### config.mk
export PLATFORM = sky130hd
export DESIGN_NAME = int_rf_brhist
export DESIGN_NICKNAME = d
export VERILOG_FILES = /design/src/rtl/int_rf_pkg.sv /design/src/rtl/int_rf_regs.sv /design/src/rtl/int_rf_hist.sv /design/src/rtl/int_rf_brview.sv /design/src/rtl/int_rf_brhist.sv
export SDC_FILE = /design/constraint.sdc
export NUM_CORES = 1
export LEC_CHECK = 0
export BUFFER_PORTS_ARGS = -buffer_cell sky130_fd_sc_hd__buf_2
export CAP_MARGIN = 20
export CORE_ASPECT_RATIO = 0.9
export CORE_MARGIN = 3
export CORE_UTILIZATION = 63
export CTS_CLUSTER_DIAMETER = 60
export DETAILED_ROUTE_END_ITERATION = 7
export PLACE_DENSITY = 0.8
export SYNTH_ARGS = -nofsm -noshare
export SYNTH_HDL_FRONTEND = slang
export SYNTH_SLANG_ARGS = --single-unit
### constraint.sdc
create_clock -name clk -period 11.2 [get_ports clk]
set_input_delay 1.12 -clock clk [delete_from_list [all_inputs] [get_ports clk]]
set_output_delay 1.12 -clock clk [all_outputs]
set_load 0.01 [all_outputs]
### src/rtl/int_rf_pkg.sv
package int_rf_pkg;
  typedef enum logic [1:0] {
    CLS_PLAIN  = 2'd0,
    CLS_FLAG   = 2'd1,
    CLS_BRANCH = 2'd2,
    CLS_JUMP   = 2'd3
  } iss_cls_e;
endpackage

### src/rtl/int_rf_regs.sv
module int_rf_regs #(
  parameter int DATA_W   = 16,
  parameter int NUM_REGS = 16,
  parameter int IDX_W    = $clog2(NUM_REGS)
) (
  input  logic              clk,
  input  logic              rst_n,
  input  logic              wr_en,
  input  logic [IDX_W-1:0]  wr_idx,
  input  logic [DATA_W-1:0] wr_data,
  input  logic [IDX_W-1:0]  rd_idx_a,
  input  logic [IDX_W-1:0]  rd_idx_b,
  output logic [DATA_W-1:0] rd_data_a,
  output logic [DATA_W-1:0] rd_data_b,
  output logic [DATA_W-1:0] old_data
);
  logic [DATA_W-1:0] regs_val [NUM_REGS];

  // Entry 0 is a hard zero; the other entries each carry their own enable.
  for (genvar g = 0; g < NUM_REGS; g++) begin : g_ent
    if (g == 0) begin : g_zero
      assign regs_val[g] = '0;
    end else begin : g_reg
      logic              ent_we;
      logic [DATA_W-1:0] ent_q;
      always_comb begin
        ent_we = wr_en && (wr_idx == IDX_W'(g));
      end
      always_ff @(posedge clk or negedge rst_n) begin
        if (!rst_n) begin
          ent_q <= '0;
        end else if (ent_we) begin
          ent_q <= wr_data;
        end
      end
      assign regs_val[g] = ent_q;
    end
  end

  always_comb begin
    rd_data_a = regs_val[rd_idx_a];
    rd_data_b = regs_val[rd_idx_b];
    old_data  = regs_val[wr_idx];
  end
endmodule

### src/rtl/int_rf_hist.sv
module int_rf_hist #(
  parameter int DATA_W = 16,
  parameter int IDX_W  = 4,
  parameter int DEPTH  = 4
) (
  input  logic                          clk,
  input  logic                          rst_n,
  input  logic                          adv,
  input  logic                          in_wen,
  input  logic                          in_flag,
  input  logic [IDX_W-1:0]              in_idx,
  input  logic [DATA_W-1:0]             in_old,
  output logic [DEPTH-1:0]              h_wen,
  output logic [DEPTH-1:0]              h_flag,
  output logic [DEPTH-1:0][IDX_W-1:0]   h_idx,
  output logic [DEPTH-1:0][DATA_W-1:0]  h_old
);
  // Slot 0 is the most recently issued instruction.
  logic [DEPTH-1:0]             wen_d, flag_d;
  logic [DEPTH-1:0][IDX_W-1:0]  idx_d;
  logic [DEPTH-1:0][DATA_W-1:0] old_d;

  always_comb begin
    wen_d[0]  = in_wen;
    flag_d[0] = in_flag;
    idx_d[0]  = in_idx;
    old_d[0]  = in_old;
    for (int k = 1; k < DEPTH; k++) begin
      wen_d[k]  = h_wen[k-1];
      flag_d[k] = h_flag[k-1];
      idx_d[k]  = h_idx[k-1];
      old_d[k]  = h_old[k-1];
    end
  end

  always_ff @(posedge clk or negedge rst_n) begin
    if (!rst_n) begin
      h_wen  <= '0;
      h_flag <= '0;
      h_idx  <= '0;
      h_old  <= '0;
    end else if (adv) begin
      h_wen  <= wen_d;
      h_flag <= flag_d;
      h_idx  <= idx_d;
      h_old  <= old_d;
    end
  end
endmodule

### src/rtl/int_rf_brview.sv
module int_rf_brview #(
  parameter int DATA_W = 16,
  parameter int IDX_W  = 4,
  parameter int DEPTH  = 4
) (
  input  logic                          is_branch,
  input  logic [IDX_W-1:0]              src,
  input  logic [DATA_W-1:0]             cur,
  input  logic [DEPTH-1:0]              h_wen,
  input  logic [DEPTH-1:0]              h_flag,
  input  logic [DEPTH-1:0][IDX_W-1:0]   h_idx,
  input  logic [DEPTH-1:0][DATA_W-1:0]  h_old,
  output logic [DATA_W-1:0]             val
);
  logic              trig;
  logic [DATA_W-1:0] older;

  always_comb begin
    trig  = is_branch && h_wen[0] && !h_flag[0] && (h_idx[0] == src);
    // Walk newest to oldest; the oldest matching write holds the pre-window value.
    older = cur;
    for (int k = 0; k < DEPTH; k++) begin
      if (h_wen[k] && (h_idx[k] == src)) begin
        older = h_old[k];
      end
    end
    val = trig ? older : cur;
  end
endmodule

### src/rtl/int_rf_brhist.sv
module int_rf_brhist #(
  parameter int DATA_W     = 16,
  parameter int NUM_REGS   = 16,
  parameter int SPEC_W     = 5,
  parameter int HIST_DEPTH = 4
) (
  input  logic              clk,
  input  logic              rst_n,
  input  logic              iss_stall,
  input  logic [1:0]        iss_cls,
  input  logic [SPEC_W-1:0] iss_src_a,
  input  logic [SPEC_W-1:0] iss_src_b,
  input  logic [SPEC_W-1:0] iss_dst,
  input  logic              iss_wen,
  input  logic [DATA_W-1:0] iss_wdata,
  output logic [DATA_W-1:0] rd_a,
  output logic [DATA_W-1:0] rd_b,
  output logic [DATA_W-1:0] br_a,
  output logic [DATA_W-1:0] br_b
);
  import int_rf_pkg::*;
  localparam int IDX_W = $clog2(NUM_REGS);

  // Reset: asserted asynchronously, released after two clock edges.
  logic [1:0] rst_pipe_q;
  logic       rst_sync_n;
  always_ff @(posedge clk or negedge rst_n) begin
    if (!rst_n) begin
      rst_pipe_q <= '0;
    end else begin
      rst_pipe_q <= {rst_pipe_q[0], 1'b1};
    end
  end
  assign rst_sync_n = rst_pipe_q[1];

  iss_cls_e         cls;
  logic [IDX_W-1:0] src_idx [2];
  logic [DATA_W-1:0] cur_val [2];
  logic [DATA_W-1:0] br_val  [2];
  logic [IDX_W-1:0] dst_idx;
  logic             issue, do_write, is_branch;
  logic [DATA_W-1:0] old_val;

  always_comb begin
    cls        = iss_cls_e'(iss_cls);
    src_idx[0] = iss_src_a[IDX_W-1:0];
    src_idx[1] = iss_src_b[IDX_W-1:0];
    dst_idx    = iss_dst[IDX_W-1:0];
    issue      = !iss_stall;
    do_write   = issue && iss_wen && (dst_idx != '0);
    is_branch  = (cls == CLS_BRANCH);
  end

  int_rf_regs #(.DATA_W(DATA_W), .NUM_REGS(NUM_REGS), .IDX_W(IDX_W)) u_regs (
    .clk       (clk),
    .rst_n     (rst_sync_n),
    .wr_en     (do_write),
    .wr_idx    (dst_idx),
    .wr_data   (iss_wdata),
    .rd_idx_a  (src_idx[0]),
    .rd_idx_b  (src_idx[1]),
    .rd_data_a (cur_val[0]),
    .rd_data_b (cur_val[1]),
    .old_data  (old_val)
  );

  logic [HIST_DEPTH-1:0]             h_wen, h_flag;
  logic [HIST_DEPTH-1:0][IDX_W-1:0]  h_idx;
  logic [HIST_DEPTH-1:0][DATA_W-1:0] h_old;

  int_rf_hist #(.DATA_W(DATA_W), .IDX_W(IDX_W), .DEPTH(HIST_DEPTH)) u_hist (
    .clk     (clk),
    .rst_n   (rst_sync_n),
    .adv     (issue),
    .in_wen  (do_write),
    .in_flag (cls == CLS_FLAG),
    .in_idx  (dst_idx),
    .in_old  (old_val),
    .h_wen   (h_wen),
    .h_flag  (h_flag),
    .h_idx   (h_idx),
    .h_old   (h_old)
  );

  for (genvar p = 0; p < 2; p++) begin : g_brport
    int_rf_brview #(.DATA_W(DATA_W), .IDX_W(IDX_W), .DEPTH(HIST_DEPTH)) u_view (
      .is_branch (is_branch),
      .src       (src_idx[p]),
      .cur       (cur_val[p]),
      .h_wen     (h_wen),
      .h_flag    (h_flag),
      .h_idx     (h_idx),
      .h_old     (h_old),
      .val       (br_val[p])
    );
  end

  always_comb begin
    rd_a = cur_val[0];
    rd_b = cur_val[1];
    br_a = br_val[0];
    br_b = br_val[1];
  end
endmodule

==> flow_metrics.py <==
metrics = {
    "sta": {
        "maxSlewViolCount": 0,
        "fin_skew_ns": 0.0126,
        "whs_ns": 0.336,
        "slew_headroom": 0.229,
        "grt_setup_unrepaired": "no",
        "hold_viol": 0,
        "tightest_slew_ns": 1.15,
        "min_period_ns": 5.44,
        "finalCritPeriodShare": 0.485,
        "max_freq_mhz": 184,
        "tns_ns": 0,
        "setup_viol": 0,
    },
    "global_route": {
        "grt.met2_usage": 0.512,
        "use_met1": 0.463,
        "grt_overflow": 0,
        "grt_pass1_wl_um": 88400,
        "grt_pass1_vias": 15000,
        "grt_busiest_layer": "met2",
        "track_usage": 0.346,
        "met3_usage": 0.126,
        "antenna_found_initial": 6,
        "grt_max_degree": 154,
    },
    "power": {
        "p_sw_mw": 1.17,
        "p_per_area_mw_per_mm2": 180,
        "seqPwrFrac": 0.439,
        "p_sw_frac": 0.300,
        "intPower_mw": 2.73,
        "vdd_drop_max_uv": 105,
        "combPwrFrac": 0.248,
        "leakagePower_nw": 9.38,
        "clkPwrFrac": 0.313,
    },
    "synthesis": {
        "yosysSeqAreaShare": 0.412,
        "synth_cell_types": 58,
        "postSynthAreaPerCell_um2": 13.1,
        "ys.flop_type": "dfrtp_1",
        "syn_nets": 1553,
        "synth_cells": 1516,
        "synth-edff-count": 0,
        "synth-seq-cells": 327,
        "async_flop_share": 1.00,
        "yosys_warnings": 0,
        "synth_area_mm2": 0.0199,
    },
    "placed_design": {
        "dp_hpwl_um": 35200,
        "place_area_mm2": 0.0205,
        "gp_congestion": 0.886,
        "portBuffers": 97,
    },
    "detailed_routing": {
        "viasPerCell": 7.41,
        "vias": 14600,
        "drtIter0Drc": 1667,
        "antenna_left": 0,
        "wl_per_cell_um": 29.3,
        "drc_errors": 0,
        "wl_um": 57800,
        "dr.pass1.iters": 6,
    },
    "clock_network": {
        "postCtsHoldBufs": 0,
        "clock_latency_ns": 0.52,
        "h-tree-depth": 2,
        "numCtsBuffers": 36,
        "ctsResizeCount": 0,
        "clockBufferDepth": 3,
        "postCtsSetupRepairBufs": 0,
        "clk_pin_slew_ns": 0.06,
        "cts_tree": "yes",
        "cts_sinks": 327,
        "ctsRootBufferMaster": "clkbuf_16",
    },
    "worst_setup_path": {
        "worst_setup_path_end_kind": "primary output",
        "startpoint": "iss_src_b[3]",
        "worst_ep_required_time_ns": 10.08,
        "crit_path_max_incr_delay_ns": 0.85,
        "reg2reg_setup_slack_ns": 9.34,
        "reg2reg_to": "u_hist.h_old[10]",
        "crit_slowest_cell": "nand3_1",
        "r2r-start": "u_regs.g_ent[15].g_reg.ent_q[10]",
        "cp_cell_sequence": "buf_2, buf_4, inv_1, buf_4, a2111oi_0, nand3_1, o21ai_0, a2bb2oi_1, o31ai_1, buf_2",
        "crit_type": "input port to primary output",
        "crit_fanout": 22,
        "cp-start-kind": "input port",
        "worstRegToRegCells": 3,
        "crit_end": "br_b[13]",
        "cp_data_arrival_time_ns": 4.32,
    },
    "status": {
        "status": "finished clean",
    },
    "floorplanning": {
        "ios": 101,
        "die_w_um": 193,
        "rows": 61,
        "start_util": 0.641,
        "die_height_um": 174,
        "core_mm2": 0.0310,
        "dieArea_mm2": 0.0337,
    },
    "cells_and_area": {
        "drive_above_1_share": 0.469,
        "area_delta_synth_final_pct": 9.32,
        "fin_area_mm2": 0.0217,
        "nets": 1576,
    },
    "flow_run": {
        "maxCapViolCount": 0,
    },
    "min_path": {
        "hold_class": "register to async pin",
    },
}
## per-stage QoR
step / util / total power, mW / std cells / worst slack (ns)
2_1_floorplan: - / 2.36 / 1516 / 1.41
3_3_place_gp: 0.661 / 2.60 / 1909 / 5.97
3_5_place_dp: 0.661 / 2.66 / 1909 / 5.94
4_1_cts: 0.700 / 3.88 / 1972 / 5.94
5_1_grt: 0.701 / 4.06 / 1974 / 5.57
6_report: 0.701 / 3.90 / 1975 / 5.76
## layout by cell type, fill, tap and decap left out, drive strengths merged, types with 10 or more instances in the layout
cell type and n:
o221ai 17, a31oi 11, mux2i 16, o21ai 35, mux4 157, nand2 74
nand3 20, a221oi 16, dfrtp 327, mux2 380, clkbuf 50, nor2 47
buf 129, nor3 38, xor2 18, o311ai 10, or4 11, nor2b 29
inv 10, o21bai 10, a21oi 31, a22o 30
## area by class of cell
type	count	area (µm²)
diodes	2	5.00
flip-flops and latches	327	8190
clock inverters	13	180
fillers	2008	9270
multi-input cells	1035	11000
well taps	409	512
clock buffers	50	1030
repair buffers	129	771
inverters	10	37.5
## kinds of logic (layout without fill, tap and decap cells)
kind of cell	after synthesis	in the layout	share of synthesized area
other cells	1	3	0.000189
simple gates	246	246	0.0619
compound gates	212	212	0.0782
mux	553	553	0.401
flops	327	327	0.412
buf+inv	154	202	0.0362
xor+xnor	23	23	0.0101
## layer usage
| metal | vias to the layer above | wire (µm) | share of wire |
|---|---|---|---|
| li1 | 5944 | - | - |
| met1 | 7378 | 21400 | 0.37 |
| met2 | 1083 | 25900 | 0.45 |
| met3 | 229 | 7790 | 0.13 |
| met4 | 6 | 2690 | 0.047 |
| met5 | - | 31 | 0.00054 |
## power groups by stage
stage	registers (mW)	logic, mW	clock network, mW
after detailed placement	1.71	0.946	0
after global routing	1.74	1.03	1.28
after global placement	1.68	0.917	0
after CTS	1.69	0.954	1.23
after floorplan	1.64	0.723	0
final	1.71	0.966	1.22
## sequential cells by signal, indices dropped and copies added, names as in the netlist
| name | flops |
|---|---|
| u_hist.h_idx | 16 |
| u_regs.g_ent.g_reg.ent_q | 240 |
| u_hist.h_flag | 1 |
| u_hist.h_wen | 4 |
| u_hist.h_old | 64 |
| rst_pipe_q | 2 |
## worst max-delay path, delay by kind of cell
family / cells / cell delay [ns]
and+or+nand+nor: 1 / 0.85
buffers and inverters: 5 / 0.93
AOI/OAI and AO/OA: 4 / 1.37
## worst min path at each step
| stage | startpoint | to | slack (ns) | cells after the start |
|---|---|---|---|---|
| floorplan | rst_pipe_q[0] | rst_pipe_q[1] | 0.33 | 0 |
| global placement | rst_pipe_q[0] | rst_pipe_q[1] | 0.33 | 0 |
| detailed placement | rst_pipe_q[0] | rst_pipe_q[1] | 0.34 | 0 |
| CTS | rst_pipe_q[0] | rst_pipe_q[1] | 0.35 | 0 |
| global route | rst_pipe_q[0] | rst_pipe_q[1] | 0.36 | 0 |
| finish | rst_pipe_q[1] | u_regs.g_ent[15].g_reg.ent_q[4] | 0.34 | 0 |
## cells in the mapped netlist, types with 3 or more instances
library cell,count,area share
o221ai_1,17,0.0075
a22o_1,30,0.013
o2bb2ai_1,8,0.0035
a221oi_1,16,0.0071
clkbuf_1,59,0.011
and2_1,3,0.00094
buf_2,62,0.016
o311ai_1,10,0.0044
buf_6,3,0.0017
dfrtp_1,327,0.41
a2bb2oi_1,4,0.0018
o21a_1,4,0.0015
or4_1,11,0.0042
nor2b_1,29,0.0091
xor2_1,18,0.0079
mux2_2,380,0.22
and3_1,7,0.0022
nand2_1,73,0.014
nor3_1,37,0.0093
nor2_1,47,0.0089
buf_4,11,0.0042
o22ai_1,8,0.0025
nand3_1,20,0.0050
inv_1,8,0.0015
a31oi_1,11,0.0035
nor4_2,3,0.0019
a221o_1,9,0.0045
a2111oi_0,3,0.0013
o21bai_1,10,0.0038
buf_1,9,0.0017
a21oi_1,31,0.0078
xnor2_1,5,0.0022
mux4_2,157,0.18
o21ai_0,35,0.0088
mux2i_1,16,0.0081
nand2b_1,6,0.0019
(Power assumes the default switching activity.)
